--- config.mk ---
export PLATFORM = sky130hd
export DESIGN_NAME = hp_slot_status
export DESIGN_NICKNAME = d
export VERILOG_FILES = /design/src/rtl/hp_slot_pkg.sv /design/src/rtl/hp_slot_ctrl.sv /design/src/rtl/hp_slot_datapath.sv /design/src/rtl/hp_slot_status.sv
export SDC_FILE = /design/constraint.sdc
export NUM_CORES = 1
export LEC_CHECK = 0
export CAP_MARGIN = 20
export CORE_MARGIN = 2
export CORE_UTILIZATION = 54
export CTS_BUF_LIST = sky130_fd_sc_hd__clkbuf_4 sky130_fd_sc_hd__clkbuf_8 sky130_fd_sc_hd__clkbuf_16
export DETAILED_ROUTE_END_ITERATION = 10
export GPL_TIMING_DRIVEN = 1
export PLACE_DENSITY = 0.95
export SLEW_MARGIN = 10
export SYNTH_ARGS = -nofsm -noshare
export SYNTH_HDL_FRONTEND = slang
export SYNTH_SLANG_ARGS = --single-unit
export TNS_END_PERCENT = 5
--- constraint.sdc ---
create_clock -name clk -period 6.76 [get_ports clk]
set_clock_uncertainty 0.2 [all_clocks]
set_input_delay 1.69 -clock clk [delete_from_list [all_inputs] [get_ports clk]]
set_output_delay 1.69 -clock clk [all_outputs]
set_load 0.05 [all_outputs]
--- src/rtl/hp_slot_pkg.sv ---
package hp_slot_pkg;
  // Byte offsets inside the register window; software depends on these.
  localparam logic [3:0] OFF_UP    = 4'h0;
  localparam logic [3:0] OFF_DOWN  = 4'h4;
  localparam logic [3:0] OFF_EJECT = 4'h8;

  typedef struct packed {
    logic clearMaps;
    logic setUp;
    logic setDown;
    logic ejectFire;
  } ctlStrobes_t;
endpackage

--- src/rtl/hp_slot_ctrl.sv ---
module hp_slot_ctrl
  import hp_slot_pkg::*;
#(
  parameter int NUM_SLOTS = 32,
  parameter int DATA_W    = 32
) (
  input  logic              clk,
  input  logic              rst_n,
  input  logic              evValid,
  input  logic              evRemove,
  input  logic              evColdplug,
  input  logic [3:0]        busAddr,
  input  logic              busWr,
  input  logic [DATA_W-1:0] busWdata,
  output ctlStrobes_t       strobes,
  output logic              hotplugReq
);
  logic hotEvent;

  assign hotEvent = evValid && !evColdplug;

  always_comb begin
    strobes           = '0;
    strobes.clearMaps = hotEvent;
    strobes.setUp     = hotEvent && !evRemove;
    strobes.setDown   = hotEvent && evRemove;
    strobes.ejectFire = busWr && (busAddr == OFF_EJECT) &&
                        (busWdata[NUM_SLOTS-1:0] != '0);
  end

  always_ff @(posedge clk) begin
    if (!rst_n) hotplugReq <= 1'b0;
    else        hotplugReq <= hotEvent;
  end
endmodule

--- src/rtl/hp_slot_datapath.sv ---
module hp_slot_datapath
  import hp_slot_pkg::*;
#(
  parameter int NUM_SLOTS = 32,
  parameter int DATA_W    = 32,
  localparam int SLOT_W   = $clog2(NUM_SLOTS)
) (
  input  logic                 clk,
  input  logic                 rst_n,
  input  ctlStrobes_t          strobes,
  input  logic [SLOT_W-1:0]    evSlot,
  input  logic [3:0]           busAddr,
  input  logic [DATA_W-1:0]    busWdata,
  output logic [NUM_SLOTS-1:0] upMap,
  output logic [NUM_SLOTS-1:0] downMap,
  output logic [DATA_W-1:0]    rdData,
  output logic                 ejectValid,
  output logic [SLOT_W-1:0]    ejectSlot
);
  logic [NUM_SLOTS-1:0] slotBit;
  logic [SLOT_W-1:0]    lowestIdx;

  assign slotBit = NUM_SLOTS'(1) << evSlot;

  // Lowest set bit wins: scan from the top so lower indices overwrite.
  always_comb begin
    lowestIdx = '0;
    for (int i = NUM_SLOTS - 1; i >= 0; i--) begin
      if (busWdata[i]) lowestIdx = SLOT_W'(i);
    end
  end

  always_ff @(posedge clk) begin
    if (!rst_n) begin
      upMap   <= '0;
      downMap <= '0;
    end else if (strobes.clearMaps) begin
      upMap   <= strobes.setUp   ? slotBit : '0;
      downMap <= strobes.setDown ? slotBit : '0;
    end
  end

  always_ff @(posedge clk) begin
    if (!rst_n) begin
      ejectValid <= 1'b0;
      ejectSlot  <= '0;
    end else begin
      ejectValid <= strobes.ejectFire;
      if (strobes.ejectFire) ejectSlot <= lowestIdx;
    end
  end

  always_comb begin
    unique case (busAddr)
      OFF_UP:   rdData = DATA_W'(upMap);
      OFF_DOWN: rdData = DATA_W'(downMap);
      default:  rdData = '0;
    endcase
  end
endmodule

--- src/rtl/hp_slot_status.sv ---
module hp_slot_status
  import hp_slot_pkg::*;
#(
  parameter int NUM_SLOTS = 32,
  parameter int DATA_W    = 32,
  localparam int SLOT_W   = $clog2(NUM_SLOTS)
) (
  input  logic              clk,
  input  logic              rst_n,
  input  logic              evValid,
  input  logic [SLOT_W-1:0] evSlot,
  input  logic              evRemove,
  input  logic              evColdplug,
  input  logic [3:0]        busAddr,
  input  logic              busWr,
  input  logic [DATA_W-1:0] busWdata,
  output logic [DATA_W-1:0] rdData,
  output logic              hotplugReq,
  output logic              ejectValid,
  output logic [SLOT_W-1:0] ejectSlot
);
  ctlStrobes_t          strobes;
  logic [NUM_SLOTS-1:0] upMap;
  logic [NUM_SLOTS-1:0] downMap;

  hp_slot_ctrl #(.NUM_SLOTS(NUM_SLOTS), .DATA_W(DATA_W)) u_ctrl (
    .clk(clk), .rst_n(rst_n), .evValid(evValid), .evRemove(evRemove),
    .evColdplug(evColdplug), .busAddr(busAddr), .busWr(busWr),
    .busWdata(busWdata), .strobes(strobes), .hotplugReq(hotplugReq)
  );

  hp_slot_datapath #(.NUM_SLOTS(NUM_SLOTS), .DATA_W(DATA_W)) u_dp (
    .clk(clk), .rst_n(rst_n), .strobes(strobes), .evSlot(evSlot),
    .busAddr(busAddr), .busWdata(busWdata), .upMap(upMap),
    .downMap(downMap), .rdData(rdData), .ejectValid(ejectValid),
    .ejectSlot(ejectSlot)
  );
endmodule

==> summary.txt <==
Layout
  • Register Area: 1420 um^2
  • Antenna diode count: 0
  • Filler cells: approximately 470
  • Total Nets Final: 502
  • Area of the multi-input gates: 1990 um^2
  • Area Overhead vs Synth: 31.1%
  • Layout cells sized above 1: 9.13%

Yosys
  • Synth unique cells: 39
  • Synth Cell Area: 3550 um^2
  • Syn Area/Cell: slightly above 9 um^2
  • Synth Instances: a little under 400
  • Adder-cell area share of the yosys netlist: 0%
  • EDFF count, synth: 0
  • Synth Warn #: 0
  • Syn_nets: roughly 430
  • Seq/Total Area, Yosys: 40.0%
  • Xor/xnor share of the synthesized area: 0%
  • Largest family of logic cells by synthesized area: compound AO/OA/AOI/OAI gates
  • Top FF cell, synth: dfxtp_1
  • Post-synthesis register bit count: 71
  • Mux contribution to synthesized area: 0%
  • Simple-gate share of the synthesized area: 27.5%
  • Asr flop ratio synth: 0%
  • Synth Area in Compound Gates: 28.2%

Placed design
  • Post-DP HPWL: between 7000 and 8000 um
  • Gpl congestion: about 0.90
  • IO buf count: between 80 and 90

Timing
  • Post-layout min period: 5.88 ns
  • Total negative slack: 0 ns
  • Part of the cycle the worst path needs: 86.9%
  • Final Hold Viols: 0
  • Fin Hold WS: 0.293 ns
  • Max frequency: between 150 and 200 MHz
  • Unrepaired setup endpoints after global routing: false
  • Slew @ Worst Pin: 0.894 ns
  • Endpoints failing setup: 0
  • Max-slew headroom: 39.9%
  • Final max-slew violation count: 0

Clock network
  • Clk buf depth: 2
  • Postcts setup bufs: 0
  • H-tree Lvls: 3
  • Clock sinks: 71
  • Worst-path clk slew: 0.08 ns
  • Hold-fix buffers, CTS: 0
  • Clk root buf: clkbuf_8
  • Post-CTS sizing: 0
  • CTS Buf Count: 9
  • TritonCTS clock tree: done
  • Worst-Skew Late Latency: between 0.3 and 0.4 ns

Pwr
  • Switching Share: roughly a quarter
  • Clock share of power: approximately 42%
  • Switching pwr: 0.000224 W
  • Int Pwr: 0.000686 W
  • Logic pwr share: 11.6%
  • PwrDens: 195 nW/um^2
  • Register share of total power: 46.2%
  • Pleak: 1.48 nW
  • VDD IR max: 187 uV

Flow run
  • Max_cap viols: 0

Routing
  • Post-Route WL: between 10000 and 15000 um
  • Post-route antenna net violation count: 0
  • Drt drc: 0
  • Drt pass-1 iters: 5
  • DRT iter0 DRCs: about 490
  • Avg Vias per Cell: 6.67
  • Routed via count: 3583
  • WL/cell: 20.1 um

Floorplanning
  • Cell Rows: 29
  • IO Pins: 86
  • Die width: 85.1 um
  • Die Footprint: 7250 um^2
  • Die Y: 85.1 um
  • Core Box Area: around 6300 um^2
  • Initial Utilization: between 50 and 60%

Worst setup path
  • Worst Setup End Kind: output pin
  • CP Data Required Time: 4.87 ns
  • CP cell instances: clkdlybuf4s50_1 > nor4b_2 > buf_4 > a22o_1 > clkdlybuf4s50_1
  • CP top delay family: buffers and inverters
  • Critical path buffers and inverters: 3
  • Type of origin of the critical path: input port
  • CP max stage cell: clkdlybuf4s50_1
  • Setup slack, reg-to-reg: ~5.8 ns
  • Critical-path maximum fanout: 32
  • Worst path max stage delay: 0.83 ns
  • Critical path's most frequent cell: clkdlybuf4s50_1
  • Crit Path Class: input port to output pin
  • WP data arrival: about 4 ns

Run status
  • Status: finished clean

Global routing
  • Congestion Overflow GR: 0
  • Initial antenna violation count: 0
  • Largest net degree at the start of global routing: 54
  • Gr usage total: between 20% and 30%
  • Global-route wire length before repair: between 15000 and 20000 um
  • Vias in the first global route: 3452

Worst hold path
  • Hold Crit Class: flip-flop to flip-flop
-- cell families (layout without fill, tap and decap cells) --
group                  Yosys count  after routing
AO/OA/AOI/OAI                  124            124
AND/OR/NAND/NOR                153            153
flip-flops                      71             71
buffers and inverters           39            112
-- metrics by stage --
stage | utilization [%] | instances | cell area (um^2) | setup WS (ns) | power [W]
finish | 73.4 | 537 | 4660 | 0.883 | 0.000910
detailed placement | 69.7 | 520 | 4430 | 0.953 | 0.000533
global placement | 69.5 | 519 | 4410 | 1.03 | 0.000529
floorplan | - | 387 | 3550 | 1.84 | 0.000481
global route | 73.4 | 537 | 4660 | 0.756 | 0.000930
CTS | 73.3 | 536 | 4650 | 0.920 | 0.000907
-- synthesized netlist by cell type, types with 5 or more instances --
| cell | n | share of area (%) |
|---|---|---|
| nor2b_1 | 74 | 13 |
| dfxtp_1 | 71 | 40 |
| a32oi_1 | 40 | 9.9 |
| a22o_1 | 32 | 7.9 |
| clkbuf_1 | 26 | 2.7 |
| a22oi_1 | 24 | 5.1 |
| nor2_1 | 20 | 2.1 |
| nand2_1 | 10 | 1.1 |
| nor3_1 | 9 | 1.3 |
| buf_2 | 7 | 0.99 |
| nor4_2 | 7 | 2.5 |
| o21ai_0 | 6 | 0.84 |
| a21oi_1 | 5 | 0.70 |
| inv_1 | 5 | 0.53 |
| nand2b_1 | 5 | 0.88 |
| nor4_1 | 5 | 0.88 |
-- cells in the final DEF (no fill, tap or decap), types with 3 or more instances in the layout --
cell type	netlist	routed
a22oi_1	24	24
nor4_2	7	8
nor2_1	20	20
nor4_4	3	3
clkdlybuf4s50_1	0	85
buf_4	0	5
o211ai_1	3	3
a32oi_1	40	40
a22o_1	32	32
dfxtp_1	71	71
nor3_1	9	9
nand2_1	10	10
o21ai_0	6	6
and3_1	3	3
and2_1	4	4
inv_1	5	5
nand2b_1	5	4
clkbuf_8	0	10
nor2b_1	74	74
nor4_1	5	4
nand4_1	4	4
a21oi_1	5	5
-- final timing paths --
check	cells past startpoint	endpoint	start
max	5	rdData[15]	busAddr[3]
min	2	u_dp.ejectSlot[3]	u_dp.ejectSlot[3]
max reg2reg	2	u_dp.ejectSlot[0]	u_dp.ejectSlot[0]
min reg2reg	2	u_dp.ejectSlot[3]	u_dp.ejectSlot[3]
-- final cells by class --
type,count,share of cell area (%)
multi-input combinational,277,42.8
sequential,71,30.5
timing repair buffer,91,19.4
clock buffer,11,3.11
tap,77,2.07
clock inverter,5,1.75
inverter,5,0.403
-- worst reg2reg max path, stage by stage, from the launching register on --
cell     delay, ns
dfxtp_1       0.32
and3_1        0.15
a41o_2        0.24
-- state kept, by name, indices dropped and copies added (netlist names) --
| name | flops |
|---|---|
| u_ctrl.hotplugReq | 1 |
| u_dp.downMap | 32 |
| u_dp.ejectSlot | 5 |
| u_dp.ejectValid | 1 |
| u_dp.upMap | 32 |
-- per-layer routing --
metal  GRT usage [%]  wire length [um]  vias to the layer above
li1                -                 -                     1610
met1            35.8              4200                     1686
met2            50.1              5210                      232
met3            7.39               953                       55
met4            12.7               427                        0
met5               0                 0                        -
-- power by group through the flow --
| stage | combinational, W | clock, W | sequential, W |
|---|---|---|---|
| after floorplan | 0.0000481 | 0 | 0.000432 |
| after global placement | 0.0000987 | 0 | 0.000430 |
| after detailed placement | 0.000102 | 0 | 0.000430 |
| after CTS | 0.000103 | 0.000383 | 0.000421 |
| final | 0.000106 | 0.000383 | 0.000421 |
| after global routing | 0.000112 | 0.000398 | 0.000421 |
Note: power is estimated with default switching activity, not from simulation.
